### src/rtl/rx_gear_pkg.sv
package rx_gear_pkg;

  typedef enum logic [1:0] {
    MODE_S8  = 2'd0,
    MODE_S10 = 2'd1,
    MODE_D16 = 2'd2,
    MODE_D20 = 2'd3
  } gearMode_e;

  typedef struct packed {
    logic capLo;
    logic emitPair;
    logic emitByp;
  } gearStb_t;

  function automatic int wordWidth(input logic [1:0] sel);
    case (sel)
      2'd0:    return 8;
      2'd1:    return 10;
      2'd2:    return 16;
      default: return 20;
    endcase
  endfunction

endpackage

### src/rtl/rx_gear_ctrl.sv
module rx_gear_ctrl
  import rx_gear_pkg::*;
(
  input  logic     clk,
  input  logic     rst_n,
  input  logic     inValid,
  input  logic     bypass,
  input  logic     resync,
  output gearStb_t stb
);

  logic phase;
  logic effPhase;

  assign effPhase = resync ? 1'b0 : phase;

  always_comb begin
    stb = '0;
    if (inValid) begin
      if (bypass)         stb.emitByp  = 1'b1;
      else if (!effPhase) stb.capLo    = 1'b1;
      else                stb.emitPair = 1'b1;
    end
  end

  always_ff @(posedge clk) begin
    if (!rst_n) begin
      phase <= 1'b0;
    end else if (inValid) begin
      phase <= bypass ? 1'b0 : ~effPhase;
    end else if (resync) begin
      phase <= 1'b0;
    end
  end

endmodule

### src/rtl/rx_gear_dp.sv
module rx_gear_dp
  import rx_gear_pkg::*;
#(
  parameter int MAX_W  = 20,
  parameter int STAT_W = 2
) (
  input  logic                  clk,
  input  logic                  rst_n,
  input  gearStb_t              stb,
  input  logic [1:0]            mode,
  input  logic [MAX_W-1:0]      din,
  input  logic [STAT_W-1:0]     dinStat,
  input  logic                  dinAlign,
  output logic [2*MAX_W-1:0]    dout,
  output logic [2*STAT_W-1:0]   doutStat,
  output logic                  alignLo,
  output logic                  alignHi,
  output logic                  outValid
);

  localparam int OUT_W = 2 * MAX_W;
  localparam int OST_W = 2 * STAT_W;
  localparam int SH_W  = $clog2(MAX_W + 1);
  localparam logic [MAX_W:0] ONE = 1;

  logic [MAX_W-1:0]  modeMask [4];
  logic [MAX_W-1:0]  dinM;
  logic [SH_W-1:0]   shAmt;
  logic [OUT_W-1:0]  packedWord;
  logic [MAX_W-1:0]  loData;
  logic [STAT_W-1:0] loStat;
  logic              loAlign;

  for (genvar m = 0; m < 4; m++) begin : g_mask
    assign modeMask[m] = MAX_W'((ONE << wordWidth(2'(m))) - ONE);
  end

  assign dinM       = din & modeMask[mode];
  assign shAmt      = SH_W'(wordWidth(mode));
  assign packedWord = (OUT_W'(dinM) << shAmt) | OUT_W'(loData);

  always_ff @(posedge clk) begin
    if (!rst_n) begin
      loData   <= '0;
      loStat   <= '0;
      loAlign  <= 1'b0;
      dout     <= '0;
      doutStat <= '0;
      alignLo  <= 1'b0;
      alignHi  <= 1'b0;
      outValid <= 1'b0;
    end else begin
      outValid <= 1'b0;
      if (stb.capLo) begin
        loData  <= dinM;
        loStat  <= dinStat;
        loAlign <= dinAlign;
      end
      if (stb.emitPair) begin
        dout     <= packedWord;
        doutStat <= {dinStat, loStat};
        alignLo  <= loAlign;
        alignHi  <= dinAlign;
        outValid <= 1'b1;
      end
      if (stb.emitByp) begin
        dout     <= OUT_W'(dinM);
        doutStat <= OST_W'(dinStat);
        alignLo  <= dinAlign;
        alignHi  <= 1'b0;
        outValid <= 1'b1;
      end
    end
  end

endmodule

### src/rtl/rx_gear_top.sv
module rx_gear_top
  import rx_gear_pkg::*;
#(
  parameter int MAX_W  = 20,
  parameter int STAT_W = 2
) (
  input  logic                clk,
  input  logic                rst_n,
  input  logic [1:0]          mode,
  input  logic                bypass,
  input  logic                resync,
  input  logic                inValid,
  input  logic [MAX_W-1:0]    din,
  input  logic [STAT_W-1:0]   dinStat,
  input  logic                dinAlign,
  output logic [2*MAX_W-1:0]  dout,
  output logic [2*STAT_W-1:0] doutStat,
  output logic                alignLo,
  output logic                alignHi,
  output logic                outValid
);

  gearStb_t stb;

  rx_gear_ctrl u_ctrl (
    .clk     (clk),
    .rst_n   (rst_n),
    .inValid (inValid),
    .bypass  (bypass),
    .resync  (resync),
    .stb     (stb)
  );

  rx_gear_dp #(.MAX_W(MAX_W), .STAT_W(STAT_W)) u_dp (
    .clk      (clk),
    .rst_n    (rst_n),
    .stb      (stb),
    .mode     (mode),
    .din      (din),
    .dinStat  (dinStat),
    .dinAlign (dinAlign),
    .dout     (dout),
    .doutStat (doutStat),
    .alignLo  (alignLo),
    .alignHi  (alignHi),
    .outValid (outValid)
  );

endmodule

### config.mk
export PLATFORM = sky130hd
export DESIGN_NAME = rx_gear_top
export DESIGN_NICKNAME = d
export VERILOG_FILES = /design/src/rtl/rx_gear_pkg.sv /design/src/rtl/rx_gear_ctrl.sv /design/src/rtl/rx_gear_dp.sv /design/src/rtl/rx_gear_top.sv
export SDC_FILE = /design/constraint.sdc
export NUM_CORES = 1
export LEC_CHECK = 0
export BUFFER_PORTS_ARGS = -buffer_cell sky130_fd_sc_hd__buf_2
export CAP_MARGIN = 20
export CORE_AREA = 2 2 93 95
export DETAILED_ROUTE_END_ITERATION = 6
export DIE_AREA = 0 0 95 97
export GPL_TIMING_DRIVEN = 1
export SETUP_SLACK_MARGIN = 0.15
export SYNTH_ARGS = -nofsm -noshare
export SYNTH_HDL_FRONTEND = slang
export SYNTH_SLANG_ARGS = --single-unit
### constraint.sdc
create_clock -name clk -period 1.5 [get_ports clk]
set_input_delay 0.15 -clock clk [delete_from_list [all_inputs] [get_ports clk]]
set_output_delay 0.15 -clock clk [all_outputs]
set_load 0.02 [all_outputs]
# [After elaboration in Yosys (flattened, before gate mapping)]
# Index checks and enable logic that the tools add are counted.
[word_totals] elab_cells=43 reg_bits=71 out_inout_bits=47 inputBits=30
[classes] n_bitwise=5 n_eq_ne=2 n_shift=1 mux=20 order_cmp=1 reduce_logical=3
[ops] operator="20-bit two-way mux" n=4
[ops] operator="20-bit binary-select mux with 2-bit select" n=1
[ops] operator="40-bit by 20-bit OR with 40-bit output" n=1
[ops] operator="20-bit by 5-bit << shifter with 40-bit output" n=1
[ops] operator="20-bit bitwise AND" n=1
[ops] operator="5-bit case mux with 3 select lines" n=1
[ops] operator="1-bit two-way mux" n=10
[ops] operator="2-bit two-way mux" n=3
[ops] operator="3-bit >= comparator, second input constant" n=1
[ops] operator="3-bit two-way mux" n=1
[ops] operator="2-bit inverter with 3-bit output" n=1
[ops] operator="2-bit by 1-bit == test with 1-bit output, second input constant" n=1
[ops] operator="2-bit == test, second input constant" n=1
[ops] operator="2-bit zero test" n=1
[ops] operator="1-bit inverter" n=2
[ops] operator="2-bit nonzero test" n=1
[ops] operator="2-bit OR reduction" n=1

# [Depth between registers and ports, before layout]
# Gate-level depths: netlist of the first run.
[logic_depth] ltp_word=9 mapped_depth=6 depth_no_buf=3

# [Modules after synthesis]
# Synthesis of the first run repeated with hierarchy kept, for this count alone.
[unflattened] hier_cells=353 area_unflattened_um2=3304.4
[modules_own_cells] module="rx_gear_dp" seq_area_each_um2=1401.3 instances=1 area_per_inst_um2=3225.6 cells_each=345
[modules_own_cells] module="rx_gear_ctrl" seq_area_each_um2=20.0 instances=1 area_per_inst_um2=78.8 cells_each=8

# [Worst setup path after synthesis of the first run]
# Ideal clock, no wire load.
[synth_timing] path_type="input port to flip-flop" start="input port mode[0]" end="register u_dp.dout[15]" setup_time_ns=0.126 t_arrival_ns=1.041 stages=5 slack_ns=0.332 path_buffers=2 required_ns=1.374 cell_sequence="clkbuf_2 > buf_2 > mux2_2 > o211ai_1 > a31oi_1"
[synth_via] elab_chain_len=9 elab_cells_between_ends=13 classes_between="2 x eq/ne; 1 x shift; 6 x mux; 3 x bitwise; 1 x reduce/logical"
[synth_rtl] element="start, declared" line_no="rx_gear_top.sv:9" source="input logic [1:0] mode,"
[synth_rtl] element="2-bit inverter with 3-bit output (implied by the code)" line_no="rx_gear_dp.sv:38" source="assign dinM = din & modeMask[mode];"
[synth_rtl] element="20-bit binary-select mux with 2-bit select" line_no="rx_gear_dp.sv:38"
[synth_rtl] element="20-bit two-way mux (implied by the code) (2 in series)" line_no="rx_gear_dp.sv:38"
[synth_rtl] element="20-bit bitwise AND" line_no="rx_gear_dp.sv:38"
[synth_rtl] element="20-bit by 5-bit << shifter with 40-bit output" line_no="rx_gear_dp.sv:40" source="assign packedWord = (OUT_W'(dinM) << shAmt) | OUT_W'(loData);"
[synth_rtl] element="40-bit by 20-bit OR with 40-bit output" line_no="rx_gear_dp.sv:40"
[synth_rtl] element="20-bit two-way mux" line_no="rx_gear_dp.sv:59" source="if (stb.emitPair) begin"
[synth_rtl] element="20-bit two-way mux *" line_no="rx_gear_dp.sv:66" source="if (stb.emitByp) begin"
[synth_rtl] element="end signal, assigned" line_no="rx_gear_dp.sv:60" source="dout <= packedWord;"
[synth_rtl] element="end signal, assigned" line_no="rx_gear_dp.sv:67" source="dout <= OUT_W'(dinM);"
[synth_rtl] element="end, declared" line_no="rx_gear_dp.sv:14" source="output logic [2*MAX_W-1:0] dout,"
# Every way passes the cells marked *; elsewhere a longest branch is shown, timed or not. The select of a mux whose other input is x is not followed.
# A chain may end at the register's enable or synchronous reset.

# [Worst setup path in the final report of the first run]
[layout_timing] start="register u_ctrl.phase" end="register u_dp.dout[18]"
[layout_via] elab_chain_len=5
[layout_rtl] element="start, declared" line_no="rx_gear_ctrl.sv:12" source="logic phase;"
[layout_rtl] element="start signal, assigned" line_no="rx_gear_ctrl.sv:30" source="phase <= bypass ? 1'b0 : ~effPhase;"
[layout_rtl] element="1-bit two-way mux"
[layout_rtl] element="1-bit two-way mux" line_no="rx_gear_ctrl.sv:21" source="else if (!effPhase) stb.capLo = 1'b1;"
[layout_rtl] element="2-bit two-way mux" line_no="rx_gear_ctrl.sv:20" source="if (bypass) stb.emitByp = 1'b1;"
[layout_rtl] element="3-bit two-way mux" line_no="rx_gear_ctrl.sv:19" source="if (inValid) begin"
[layout_rtl] element="2-bit nonzero test (no source line)"
# No other way between the ends.

==> out/metrics.json, run 1 <==
{
  "run_status": {"value": "complete, no violations"},
  "cts_tree": {"value": "built"},
  "fmax": {"value": 773.9, "unit": "MHz"},
  "drt-pass1-iter-count": {"value": 5},
  "global_route.peak_usage_layer": {"value": "met2"},
  "synth_async_reset_ratio": {"value": 0, "unit": "%"},
  "layout.cells.most_common_list": {"value": "buf_2, dfxtp_1, a21oi_1, nand3_1, nand2_1"},
  "grt_start_max_net_pins": {"value": 38},
  "grt_overflow_total": {"value": 0},
  "final_hold_violation_count": {"value": 0},
  "cellLeakagePower": {"value": 1.590, "unit": "nW"},
  "cts_buffers": {"value": 9},
  "drt_drc_violations_left": {"value": 0},
  "count_of_flip_flops_with_a_built_in_enable_after_synthesis": {"value": 0},
  "drt-vias-per-instance": {"value": 5.701},
  "met1_usage_grt": {"value": 29.12, "unit": "%"},
  "timing.critical_path.arrival": {"value": 1.53, "unit": "ns"},
  "worst_setup_hold_path_clk_slew": {"value": 0.08, "unit": "ns"},
  "netlist_area_pre_place": {"value": 3204, "unit": "µm²"},
  "initial_utilization": {"value": 39.39, "unit": "%"},
  "die_area": {"value": 9215, "unit": "µm²"},
  "num-nets-final": {"value": 478},
  "worstPathRequired": {"value": 1.74, "unit": "ns"},
  "grt_first_pass_wirelength": {"value": 15350, "unit": "µm"},
  "coreArea": {"value": 8134, "unit": "µm²"},
  "distinct_cell_type_count_after_synthesis": {"value": 43},
  "drv_slew": {"value": 0},
  "timing.hold.worst.class": {"value": "in -> reg"},
  "worstPathMaxFanout": {"value": 6},
  "synth_top_cells_by_area": {"value": "dfxtp_1, a21oi_1, nand3_1"},
  "synth-main-ff-cell": {"value": "dfxtp_1"},
  "power_density": {"value": 1053, "unit": "nW/µm²"},
  "number_of_antenna_violations_at_the_first_check_in_global_routing": {"value": 0},
  "ctsHtreeMaxLevel": {"value": 3},
  "finalSetupTns": {"value": 0, "unit": "ns"},
  "numPortBuffers": {"value": 76},
  "yosysWarningCount": {"value": 0},
  "worstSkewPairLatency": {"value": 0.36, "unit": "ns"},
  "detailedRoute.firstIterationViolations": {"value": 210},
  "ant_nets": {"value": 0},
  "postSynthAreaPerCell": {"value": 8.500, "unit": "µm²"},
  "cts_hold_buffers": {"value": 0},
  "areaGrowthSynthToFinish": {"value": 24.29, "unit": "%"},
  "cts_buffer_depth": {"value": 2},
  "timing_worst_setup_path_type": {"value": "reg -> reg"},
  "std_cell_rows": {"value": 33},
  "total_switching_power": {"value": 0.001105, "unit": "W"},
  "final-setup-viol-count": {"value": 0},
  "routedWlPerCell": {"value": 17.30, "unit": "µm"},
  "yosys_register_bits": {"value": 71},
  "irDropWorstVdd": {"value": 559.8, "unit": "µV"},
  "max_slew_margin": {"value": 71.07, "unit": "%"},
  "clockPowerShare": {"value": 40.8, "unit": "%"},
  "fp.dieW": {"value": 95, "unit": "µm"},
  "swShare": {"value": 26.35, "unit": "%"},
  "grtUsageMet3": {"value": 7.243, "unit": "%"},
  "cp-end-kind": {"value": "flop"},
  "post_route_cells_drive_above_1_share": {"value": 29.58, "unit": "%"},
  "placement.cell_area": {"value": 3755, "unit": "µm²"},
  "synth.top_cell.area_share": {"value": 44.36, "unit": "%"},
  "grt_pass1_vias": {"value": 2876},
  "cts_setup_buffers": {"value": 0},
  "met2_usage": {"value": 32.62, "unit": "%"},
  "antenna-diode-count": {"value": 0},
  "final.min_clock_period": {"value": 1.292, "unit": "ns"},
  "die_h": {"value": 97, "unit": "µm"},
  "pwr-share-seq": {"value": 46.8, "unit": "%"},
  "clock_sinks": {"value": 71},
  "place_congestion": {"value": 0.8400},
  "most_frequent_standard_cell_in_the_layout_excluding_fill_and_tap_cells": {"value": "buf_2"},
  "power_frac_comb": {"value": 12.3, "unit": "%"},
  "dpl.hpwl": {"value": 6773, "unit": "µm"},
  "synth_sequential_area_ratio": {"value": 44.36, "unit": "%"},
  "final.period_utilization": {"value": 86.14, "unit": "%"},
  "num_io_pins": {"value": 77},
  "fin_area": {"value": 3983, "unit": "µm²"},
  "cts.root.buffer_cell": {"value": "clkbuf_8"},
  "timing.max_cap.violations": {"value": 0},
  "detailroute.via_count": {"value": 3181},
  "track_usage": {"value": 21.53, "unit": "%"},
  "worst_setup_path_start_kind": {"value": "flop"},
  "syn_nets": {"value": 407},
  "rsz_0062_raised_after_global_routing": {"value": "true"},
  "synth_largest_area_cell": {"value": "dfxtp_1"},
  "post_synth_inst_count": {"value": 377},
  "internal_power": {"value": 0.003087, "unit": "W"},
  "finalClockSkew": {"value": 0.008450, "unit": "ns"},
  "detail_route.wirelength": {"value": 9656, "unit": "µm"},
  "tightest_slew": {"value": 0.4339, "unit": "ns"}
}
==> through the flow <==
stage / utilization, % / cells / power [W] / hold WS, ns / setup WS (ns)
floorplan: - / 377 / 0.002307 / 0.2860 / 0.3322
detailed placement: 46.16 / 542 / 0.002520 / 0.4414 / 0.1498
global route: 48.96 / 558 / 0.004371 / 0.06659 / 0.1332
global placement: 46.16 / 542 / 0.002517 / 0.4329 / 0.1800
finish: 48.96 / 558 / 0.004192 / 0.06542 / 0.2078
CTS: 48.90 / 558 / 0.004225 / 0.05916 / 0.1803
==> worst paths after layout <==
check           startpoint             to  slack (ns)  cells after the start
min               dinAlign   u_dp.loAlign        0.07                      3
max reg2reg   u_ctrl.phase  u_dp.dout[18]        0.21                      4
min reg2reg  u_dp.dout[20]  u_dp.dout[20]        0.45                      2
max           u_ctrl.phase  u_dp.dout[18]        0.21                      4
==> cells by family (layout without fill, tap and decap cells) <==
group	after synthesis	count (layout)	synth area share, %
compound gates	126	126	23.58
buf+inv	41	117	6.521
flops	71	71	44.36
mux	17	17	5.896
simple gates	122	122	19.64
==> routing by layer <==
layer	share of wire (%)	wire [µm]
met3	8.3	799
met4	1.2	120
met1	44	4215
met2	47	4521
met5	0	0
==> synth_stat cells (4+ instances only) <==
master    count
dfxtp_1      71
a21oi_1      61
nand3_1      45
nand2_1      36
o21ai_0      27
buf_2        22
mux2_2       15
clkbuf_1     10
a22oi_1       9
nand4_1       8
a32o_1        6
nor3_1        6
buf_4         5
nor2_1        4
==> power groups by stage <==
| stage | sequential, W | combinational, W | clock, W |
|---|---|---|---|
| 3_5_place_dp | 0.00201 | 0.000512 | 0 |
| 2_1_floorplan | 0.00204 | 0.000267 | 0 |
| 6_report | 0.00196 | 0.000517 | 0.00171 |
| 4_1_cts | 0.00196 | 0.000514 | 0.00175 |
| 3_3_place_gp | 0.00201 | 0.000510 | 0 |
| 5_1_grt | 0.00197 | 0.000562 | 0.00184 |
==> repair_timing <==
item | CTS | global route
setup endpoints to repair | 0 | 11
hold endpoints to repair | 0 | 0
resized for setup | 0 | 3
==> critical path, cell delays in order, from the launching register on <==
cell       delay (ns)
dfxtp_1          0.38
nand4bb_2        0.23
buf_4            0.23
a32o_1           0.22
o2bb2ai_1        0.12
==> layout make-up <==
type / instances / area, µm²
multi-input cells: 265 / 1580
well taps: 105 / 131.4
clock inverters: 6 / 95.09
fillers: 808 / 4151
flip-flops and latches: 71 / 1421
clock buffers: 10 / 127.6
repair buffers: 99 / 619.3
inverters: 2 / 7.507
==> registers in the layout, summed over array words and instances (netlist names) <==
register       flops
u_ctrl.phase       1
u_dp.alignHi       1
u_dp.alignLo       1
u_dp.dout         40
u_dp.doutStat      4
u_dp.loAlign       1
u_dp.loData       20
u_dp.loStat        2
u_dp.outValid      1
Note: power is estimated with default switching activity, not from simulation.
==> inputs of run 2 (changes only) <==
- ABC_AREA: not set -> 1
- CORE_AREA: 2 2 93 95 -> 2 2 91 93
- DIE_AREA: 0 0 95 97 -> 0 0 93 95
==> run 2 against run 1 <==
  * Synthesized cell count is 15% higher
  * Sequential share of layout area up 0.70 points
  * Critical path depth is 1 higher
  * Core utilization up 0.31 points
  * Register-to-register slack gained 0.06 ns
  * Final cell count rose by 13%
  * Clock power increased by 17%
  * Fmax grew 5.1%
  * Die area down 4.1%
  * Sequential cell count unchanged
  * Hold slack improved by 0.0025 ns
  * Critical endpoint is now u_dp.dout[20]
  * Largest cell class unchanged
  * Highest routed layer unchanged
==> out/metrics.json, run 2 <==
{
  "max_flop_register": {"value": "u_dp.dout"},
  "area_of_the_multi_input_gates": {"value": 1441, "unit": "µm²"},
  "internal_power": {"value": 0.003420, "unit": "W"},
  "swShare": {"value": 24.68, "unit": "%"},
  "detail_route.wirelength": {"value": 8982, "unit": "µm"},
  "power_frac_comb": {"value": 12.0, "unit": "%"},
  "areaGrowthSynthToFinish": {"value": 27.90, "unit": "%"},
  "ant_nets": {"value": 0},
  "reg_top3": {"value": "u_dp.dout x40, u_dp.loData x20, u_dp.doutStat x4"},
  "num-nets-final": {"value": 549},
  "finalSetupTns": {"value": 0, "unit": "ns"},
  "synth_sequential_area_ratio": {"value": 46.54, "unit": "%"},
  "grt_pass1_vias": {"value": 2939},
  "dpl.hpwl": {"value": 6546, "unit": "µm"},
  "die_h": {"value": 95, "unit": "µm"},
  "run_status": {"value": "complete, no violations"},
  "cts_buffers": {"value": 9},
  "yosys_register_bits": {"value": 71},
  "area_taken_by_flip_flops_and_latches": {"value": 1421, "unit": "µm²"},
  "finalClockSkew": {"value": 0.006425, "unit": "ns"},
  "timing.critical_path.arrival": {"value": 1.52, "unit": "ns"},
  "yosysWarningCount": {"value": 0},
  "count_of_flip_flops_with_a_built_in_enable_after_synthesis": {"value": 0},
  "distinct_cell_type_count_after_synthesis": {"value": 23},
  "layout.cells.most_common_list": {"value": "nand2_1, buf_2, dfxtp_1, a21oi_1, nor2_1"},
  "post_synth_inst_count": {"value": 435},
  "numPortBuffers": {"value": 76},
  "synth_async_reset_ratio": {"value": 0, "unit": "%"},
  "synth.top_cell.area_share": {"value": 46.54, "unit": "%"},
  "cts.root.buffer_cell": {"value": "clkbuf_8"},
  "number_of_antenna_violations_at_the_first_check_in_global_routing": {"value": 0},
  "power_density": {"value": 1163, "unit": "nW/µm²"},
  "grt_overflow_total": {"value": 0},
  "pwr-share-seq": {"value": 44.0, "unit": "%"},
  "routedWlPerCell": {"value": 14.28, "unit": "µm"},
  "rsz_0062_raised_after_global_routing": {"value": "false"},
  "grt_start_max_net_pins": {"value": 41},
  "place_congestion": {"value": 0.8825},
  "timing.max_cap.violations": {"value": 0},
  "fp.dieW": {"value": 93, "unit": "µm"},
  "final-setup-viol-count": {"value": 0},
  "grt_first_pass_wirelength": {"value": 14650, "unit": "µm"},
  "cts_buffer_depth": {"value": 2},
  "worst_setup_hold_path_clk_slew": {"value": 0.08, "unit": "ns"},
  "dp_cells": {"value": 613},
  "worst_setup_path_start_kind": {"value": "flop"},
  "finalNonFillerCells": {"value": 629},
  "detailedRoute.firstIterationViolations": {"value": 232},
  "cts_hold_buffers": {"value": 0},
  "synth_top_cells_by_area": {"value": "dfxtp_1, nand2_1, a21oi_1"},
  "timing_worst_setup_path_type": {"value": "reg -> reg"},
  "ctsHtreeMaxLevel": {"value": 3},
  "max_slew_margin": {"value": 78.25, "unit": "%"},
  "track_usage": {"value": 21.28, "unit": "%"},
  "coreArea": {"value": 7928, "unit": "µm²"},
  "clock_sinks": {"value": 71},
  "synth.cells.most_frequent": {"value": "nand2_1, dfxtp_1, a21oi_1, nor2_1, o21ai_0"},
  "synth_largest_area_cell": {"value": "dfxtp_1"},
  "worstSkewPairLatency": {"value": 0.34, "unit": "ns"},
  "netlist_area_pre_place": {"value": 3054, "unit": "µm²"},
  "antenna-diode-count": {"value": 0},
  "cts_setup_buffers": {"value": 0},
  "postSynthAreaPerCell": {"value": 7.021, "unit": "µm²"},
  "drt-vias-per-instance": {"value": 5.051},
  "timing.hold.ws": {"value": 0.06791, "unit": "ns"},
  "most_frequent_standard_cell_in_the_layout_excluding_fill_and_tap_cells": {"value": "nand2_1"},
  "synth-main-ff-cell": {"value": "dfxtp_1"},
  "total_switching_power": {"value": 0.001121, "unit": "W"},
  "std_cell_rows": {"value": 33},
  "tightest_slew": {"value": 0.3228, "unit": "ns"},
  "worstPathMaxFanout": {"value": 7},
  "detailroute.via_count": {"value": 3177},
  "die_area": {"value": 8835, "unit": "µm²"},
  "irDropWorstVdd": {"value": 507.7, "unit": "µV"},
  "largest_register_ff_count": {"value": 40},
  "drt_drc_violations_left": {"value": 0},
  "final.period_utilization": {"value": 81.95, "unit": "%"},
  "worstPathRequired": {"value": 1.79, "unit": "ns"},
  "clockPowerShare": {"value": 44.0, "unit": "%"},
  "num_io_pins": {"value": 77},
  "cellLeakagePower": {"value": 1.838, "unit": "nW"},
  "cts_tree": {"value": "built"},
  "initial_utilization": {"value": 38.53, "unit": "%"},
  "fillCellCount": {"value": 823},
  "drt-pass1-iter-count": {"value": 5},
  "drv_slew": {"value": 0},
  "final_hold_violation_count": {"value": 0},
  "final.min_clock_period": {"value": 1.229, "unit": "ns"},
  "post_route_cells_drive_above_1_share": {"value": 24.43, "unit": "%"},
  "timing.hold.worst.class": {"value": "in -> reg"},
  "fmax": {"value": 813.5, "unit": "MHz"},
  "yosysMostFrequentCell": {"value": "nand2_1"},
  "cp-end-kind": {"value": "flop"},
  "syn_nets": {"value": 465}
}
-- run 2: power groups by stage --
stage / registers, W / logic, W / clock network, W
after floorplan: 0.00208 / 0.000285 / 0
after global placement: 0.00204 / 0.000534 / 0
after detailed placement: 0.00204 / 0.000537 / 0
after CTS: 0.00200 / 0.000539 / 0.00204
after global routing: 0.00201 / 0.000607 / 0.00211
final: 0.00200 / 0.000544 / 0.00200
-- run 2: path summary, 6_finish.rpt --
check | from | to | slack [ns] | cells past startpoint
max | u_ctrl.phase | u_dp.dout[20] | 0.27 | 5
min reg2reg | u_dp.dout[13] | u_dp.dout[13] | 0.46 | 2
max reg2reg | u_ctrl.phase | u_dp.dout[20] | 0.27 | 5
min | dinAlign | u_dp.loAlign | 0.07 | 3
-- run 2: stage by stage --
stage	utilization (%)	power, W	worst slack [ns]	instance area (µm²)
after global routing	49.27	0.004729	0.1457	3906
after detailed placement	45.61	0.002579	0.09759	3616
final	49.27	0.004541	0.2707	3906
after floorplan	-	0.002367	0.3498	3054
after global placement	45.61	0.002574	0.1151	3616
after CTS	48.93	0.004577	0.1761	3879
-- run 2: layout make-up --
type,instances,area share [%]
clock buffers,10,3.267
flip-flops and latches,71,36.39
inverters,27,2.594
well taps,105,3.363
multi-input cells,314,36.90
clock inverters,6,3.395
repair buffers,96,14.09
-- run 2: routing by layer --
metal	global-route usage, %	share of wire [%]	vias to the layer above
met5	0	0	-
met4	7.475	1.1	0
met3	3.990	6.7	6
met2	34.00	45	123
met1	28.89	47	1452
li1	-	-	1596
-- run 2: kinds of logic (layout without fill, tap and decap cells) --
family | count (synthesis) | count (layout) | share of synthesized area (%)
simple gates | 205 | 205 | 27.73
compound gates | 109 | 109 | 18.64
flops | 71 | 71 | 46.54
buf+inv | 50 | 139 | 7.087
-- run 2: repair_timing --
action	in CTS	in global routing
endpoints found under the setup margin	24	29
endpoints found under the hold margin	0	0
pin swaps	0	1
resized for setup	1	6
-- run 2: worst max-delay path: stages, from the launching register on --
cell and delay, ns:
dfxtp_1 0.34, nand2_1 0.09, nor2_4 0.23, nand2_1 0.20, o21a_1 0.22, nor2_1 0.09
==> inputs of run 3 (changes only) <==
- ABC_AREA: 1 -> 0
- CORE_AREA: 2 2 91 93 -> 2 2 93 95
- DIE_AREA: 0 0 93 95 -> 0 0 95 97
- clock period: 1.5 -> 1.05 ns (I/O delays scaled with it)
==> run 3 against run 2 <==
  * The flow now finishes with violations (negative setup slack)
  * Sequential share of layout area fell by 9.0 points
  * Count of clock-buffer cells in the layout did not move
  * Sequential power grew 42%
  * Register-to-register slack worse by 0.45 ns
  * Non-clock buffer count grew 62
  * Global-route usage rose by 4.2 points
  * Fmax is 0.22% lower
  * Critical path depth down 1
  * Hold slack worse by 0.048 ns
  * Die area is 4.3% higher
  * Clock power rose by 15%
  * Critical path type unchanged
  * Critical endpoint is now u_dp.dout[15]
  * Largest cell class unchanged
  * Highest routed layer unchanged
==> out/metrics.json, run 3 (synthesized netlist as in run 1, its figures left out) <==
{
  "track_usage": {"value": 25.47, "unit": "%"},
  "largest_register_ff_count": {"value": 40},
  "worst_setup_hold_path_clk_slew": {"value": 0.08, "unit": "ns"},
  "postLayoutSetupSlackWorst": {"value": -0.1820, "unit": "ns"},
  "area_taken_by_flip_flops_and_latches": {"value": 1484, "unit": "µm²"},
  "regToRegEndpoint": {"value": "u_dp.dout[15]"},
  "cts.root.buffer_cell": {"value": "clkbuf_8"},
  "areaGrowthSynthToFinish": {"value": 68.84, "unit": "%"},
  "rsz_0062_raised_after_global_routing": {"value": "true"},
  "run_status": {"value": "complete, but fails checks"},
  "grt_start_max_net_pins": {"value": 25},
  "met2_usage": {"value": 40.53, "unit": "%"},
  "grtUsageMet3": {"value": 4.907, "unit": "%"},
  "drt-vias-per-instance": {"value": 5.817},
  "final.min_clock_period": {"value": 1.232, "unit": "ns"},
  "dpl.hpwl": {"value": 7764, "unit": "µm"},
  "fmax": {"value": 811.7, "unit": "MHz"},
  "finalClockSkew": {"value": 0.01159, "unit": "ns"},
  "critical_path.startpoint": {"value": "u_ctrl.phase"},
  "max_slew_margin": {"value": 67.13, "unit": "%"},
  "grt_first_pass_wirelength": {"value": 18040, "unit": "µm"},
  "r2r_cells": {"value": 4},
  "num_io_pins": {"value": 77},
  "number_of_antenna_violations_at_the_first_check_in_global_routing": {"value": 0},
  "final-setup-viol-count": {"value": 71},
  "detailedRoute.firstIterationViolations": {"value": 231},
  "placement.cell_area": {"value": 4240, "unit": "µm²"},
  "initial_utilization": {"value": 39.39, "unit": "%"},
  "irDropWorstVdd": {"value": 815.4, "unit": "µV"},
  "detail_route.wirelength": {"value": 11960, "unit": "µm"},
  "clock_sinks": {"value": 71},
  "worstSkewPairLatency": {"value": 0.36, "unit": "ns"},
  "layout.cells.most_common_list": {"value": "buf_4, buf_6, dfxtp_2, a21oi_1, nand2_1"},
  "ctsHtreeMaxLevel": {"value": 3},
  "std_cell_rows": {"value": 33},
  "coreArea": {"value": 8134, "unit": "µm²"},
  "num-nets-final": {"value": 537},
  "cellLeakagePower": {"value": 2.060, "unit": "nW"},
  "cts_tree": {"value": "built"},
  "area_of_the_multi_input_gates": {"value": 2033, "unit": "µm²"},
  "violations": {"value": "negative setup slack"},
  "drt_drc_violations_left": {"value": 0},
  "worstPathMaxFanout": {"value": 16},
  "cts_buffers": {"value": 9},
  "startpoint_of_the_worst_register_to_register_path": {"value": "u_ctrl.phase"},
  "drv_slew": {"value": 0},
  "met1_usage_grt": {"value": 33.25, "unit": "%"},
  "ant_nets": {"value": 0},
  "final_hold_violation_count": {"value": 0},
  "detailroute.via_count": {"value": 3589},
  "worstPathRequired": {"value": 1.33, "unit": "ns"},
  "hp-start": {"value": "dinStat[0]"},
  "max_flop_register": {"value": "u_dp.dout"},
  "global_route.peak_usage_layer": {"value": "met2"},
  "grt_pass1_vias": {"value": 3419},
  "timing.hold.worst.class": {"value": "in -> reg"},
  "final.period_utilization": {"value": 117.3, "unit": "%"},
  "place_congestion": {"value": 0.8793},
  "timing.critical_path.arrival": {"value": 1.51, "unit": "ns"},
  "worst_setup_path_start_kind": {"value": "flop"},
  "ff2ff_setup_slack": {"value": -0.18, "unit": "ns"},
  "most_frequent_standard_cell_in_the_layout_excluding_fill_and_tap_cells": {"value": "buf_4"},
  "cts_buffer_depth": {"value": 2},
  "tightest_slew": {"value": 0.4930, "unit": "ns"},
  "fin_area": {"value": 5410, "unit": "µm²"},
  "routedWlPerCell": {"value": 19.39, "unit": "µm"},
  "reg_top3": {"value": "u_dp.dout x40, u_dp.loData x20, u_dp.doutStat x4"},
  "antenna-diode-count": {"value": 0},
  "drt-pass1-iter-count": {"value": 4},
  "die_h": {"value": 97, "unit": "µm"},
  "die_area": {"value": 9215, "unit": "µm²"},
  "setup.worst_path.end": {"value": "u_dp.dout[15]"},
  "totalPowerFinal": {"value": 0.006242, "unit": "W"},
  "numPortBuffers": {"value": 76},
  "timing_worst_setup_path_type": {"value": "reg -> reg"},
  "power_density": {"value": 1154, "unit": "nW/µm²"},
  "grt_overflow_total": {"value": 0},
  "fp.dieW": {"value": 95, "unit": "µm"},
  "timing.max_cap.violations": {"value": 0},
  "post_route_cells_drive_above_1_share": {"value": 64.06, "unit": "%"},
  "cp-end-kind": {"value": "flop"},
  "fillCellCount": {"value": 627}
}
-- run 3: changes by cell type in the layout (fill, tap and decap cells not counted), sizes merged, moves of 12 or more --
cell | previous run | this run
nand2 | 115 | 37
buf | 96 | 155
nor2 | 55 | 4
inv | 27 | 4
o21ai | 46 | 27
mux2 | 0 | 15
nand3 | 32 | 45
a21oi | 49 | 61
-- run 3: worst max-delay path, cell delays in order, from the launching register on --
cell	delay (ns)
dfxtp_4	0.38
and4bb_4	0.33
buf_12	0.19
o211ai_1	0.10
a31oi_1	0.15
-- run 3: cell type report --
type                            instances  area share, %
Multi-Input combinational cell        265          37.58
Timing Repair Buffer                  158          28.63
Sequential cell                        71          27.43
Clock buffer                           10          2.544
Tap cell                              105          2.428
Clock inverter                          6          1.249
Inverter                                2         0.1388
-- run 3: what timing repair did --
item	CTS	global route
setup buffers	9	9
endpoints found under the setup margin	118	118
resized for setup	183	42
hold buffers	0	0
gates cloned	4	2
pin swaps	18	10
-- run 3: power breakdown --
| group | internal, W | total (W) | leakage (nW) | switching (W) |
|---|---|---|---|---|
| sequential | 0.00277 | 0.00284 | 0.600 | 0.0000631 |
| combinational | 0.000514 | 0.00110 | 1.36 | 0.000583 |
| clock | 0.00117 | 0.00231 | 0.0993 | 0.00113 |
-- run 3: how the worst min path moves through the flow --
stage,end,slack [ns],cells past startpoint
final,u_dp.doutStat[2],0.02,3
after floorplan,u_dp.doutStat[2],0.24,2
after CTS,u_dp.doutStat[2],0.004,3
after global routing,u_dp.doutStat[2],0.02,3
after detailed placement,u_dp.doutStat[2],0.39,3
after global placement,u_dp.dout[34],0.39,3
-- run 3: per-stage QoR --
step | hold slack, ns | instances | TNS (ns) | setup slack, ns | util, %
2_1_floorplan | 0.2410 | 377 | -0.6406 | -0.06071 | -
3_3_place_gp | 0.3903 | 577 | -8.018 | -0.1838 | 52.13
3_5_place_dp | 0.3934 | 577 | -9.897 | -0.2431 | 52.13
4_1_cts | 0.004375 | 606 | -5.463 | -0.1447 | 63.10
5_1_grt | 0.02416 | 617 | -9.500 | -0.2079 | 66.51
6_report | 0.02032 | 617 | -7.210 | -0.1820 | 66.51
-- run 3: layer usage --
layer	up-vias	share of wire (%)
met5	-	0
met4	0	2.6
met3	32	6.4
met2	174	50
met1	1739	41
li1	1644	-
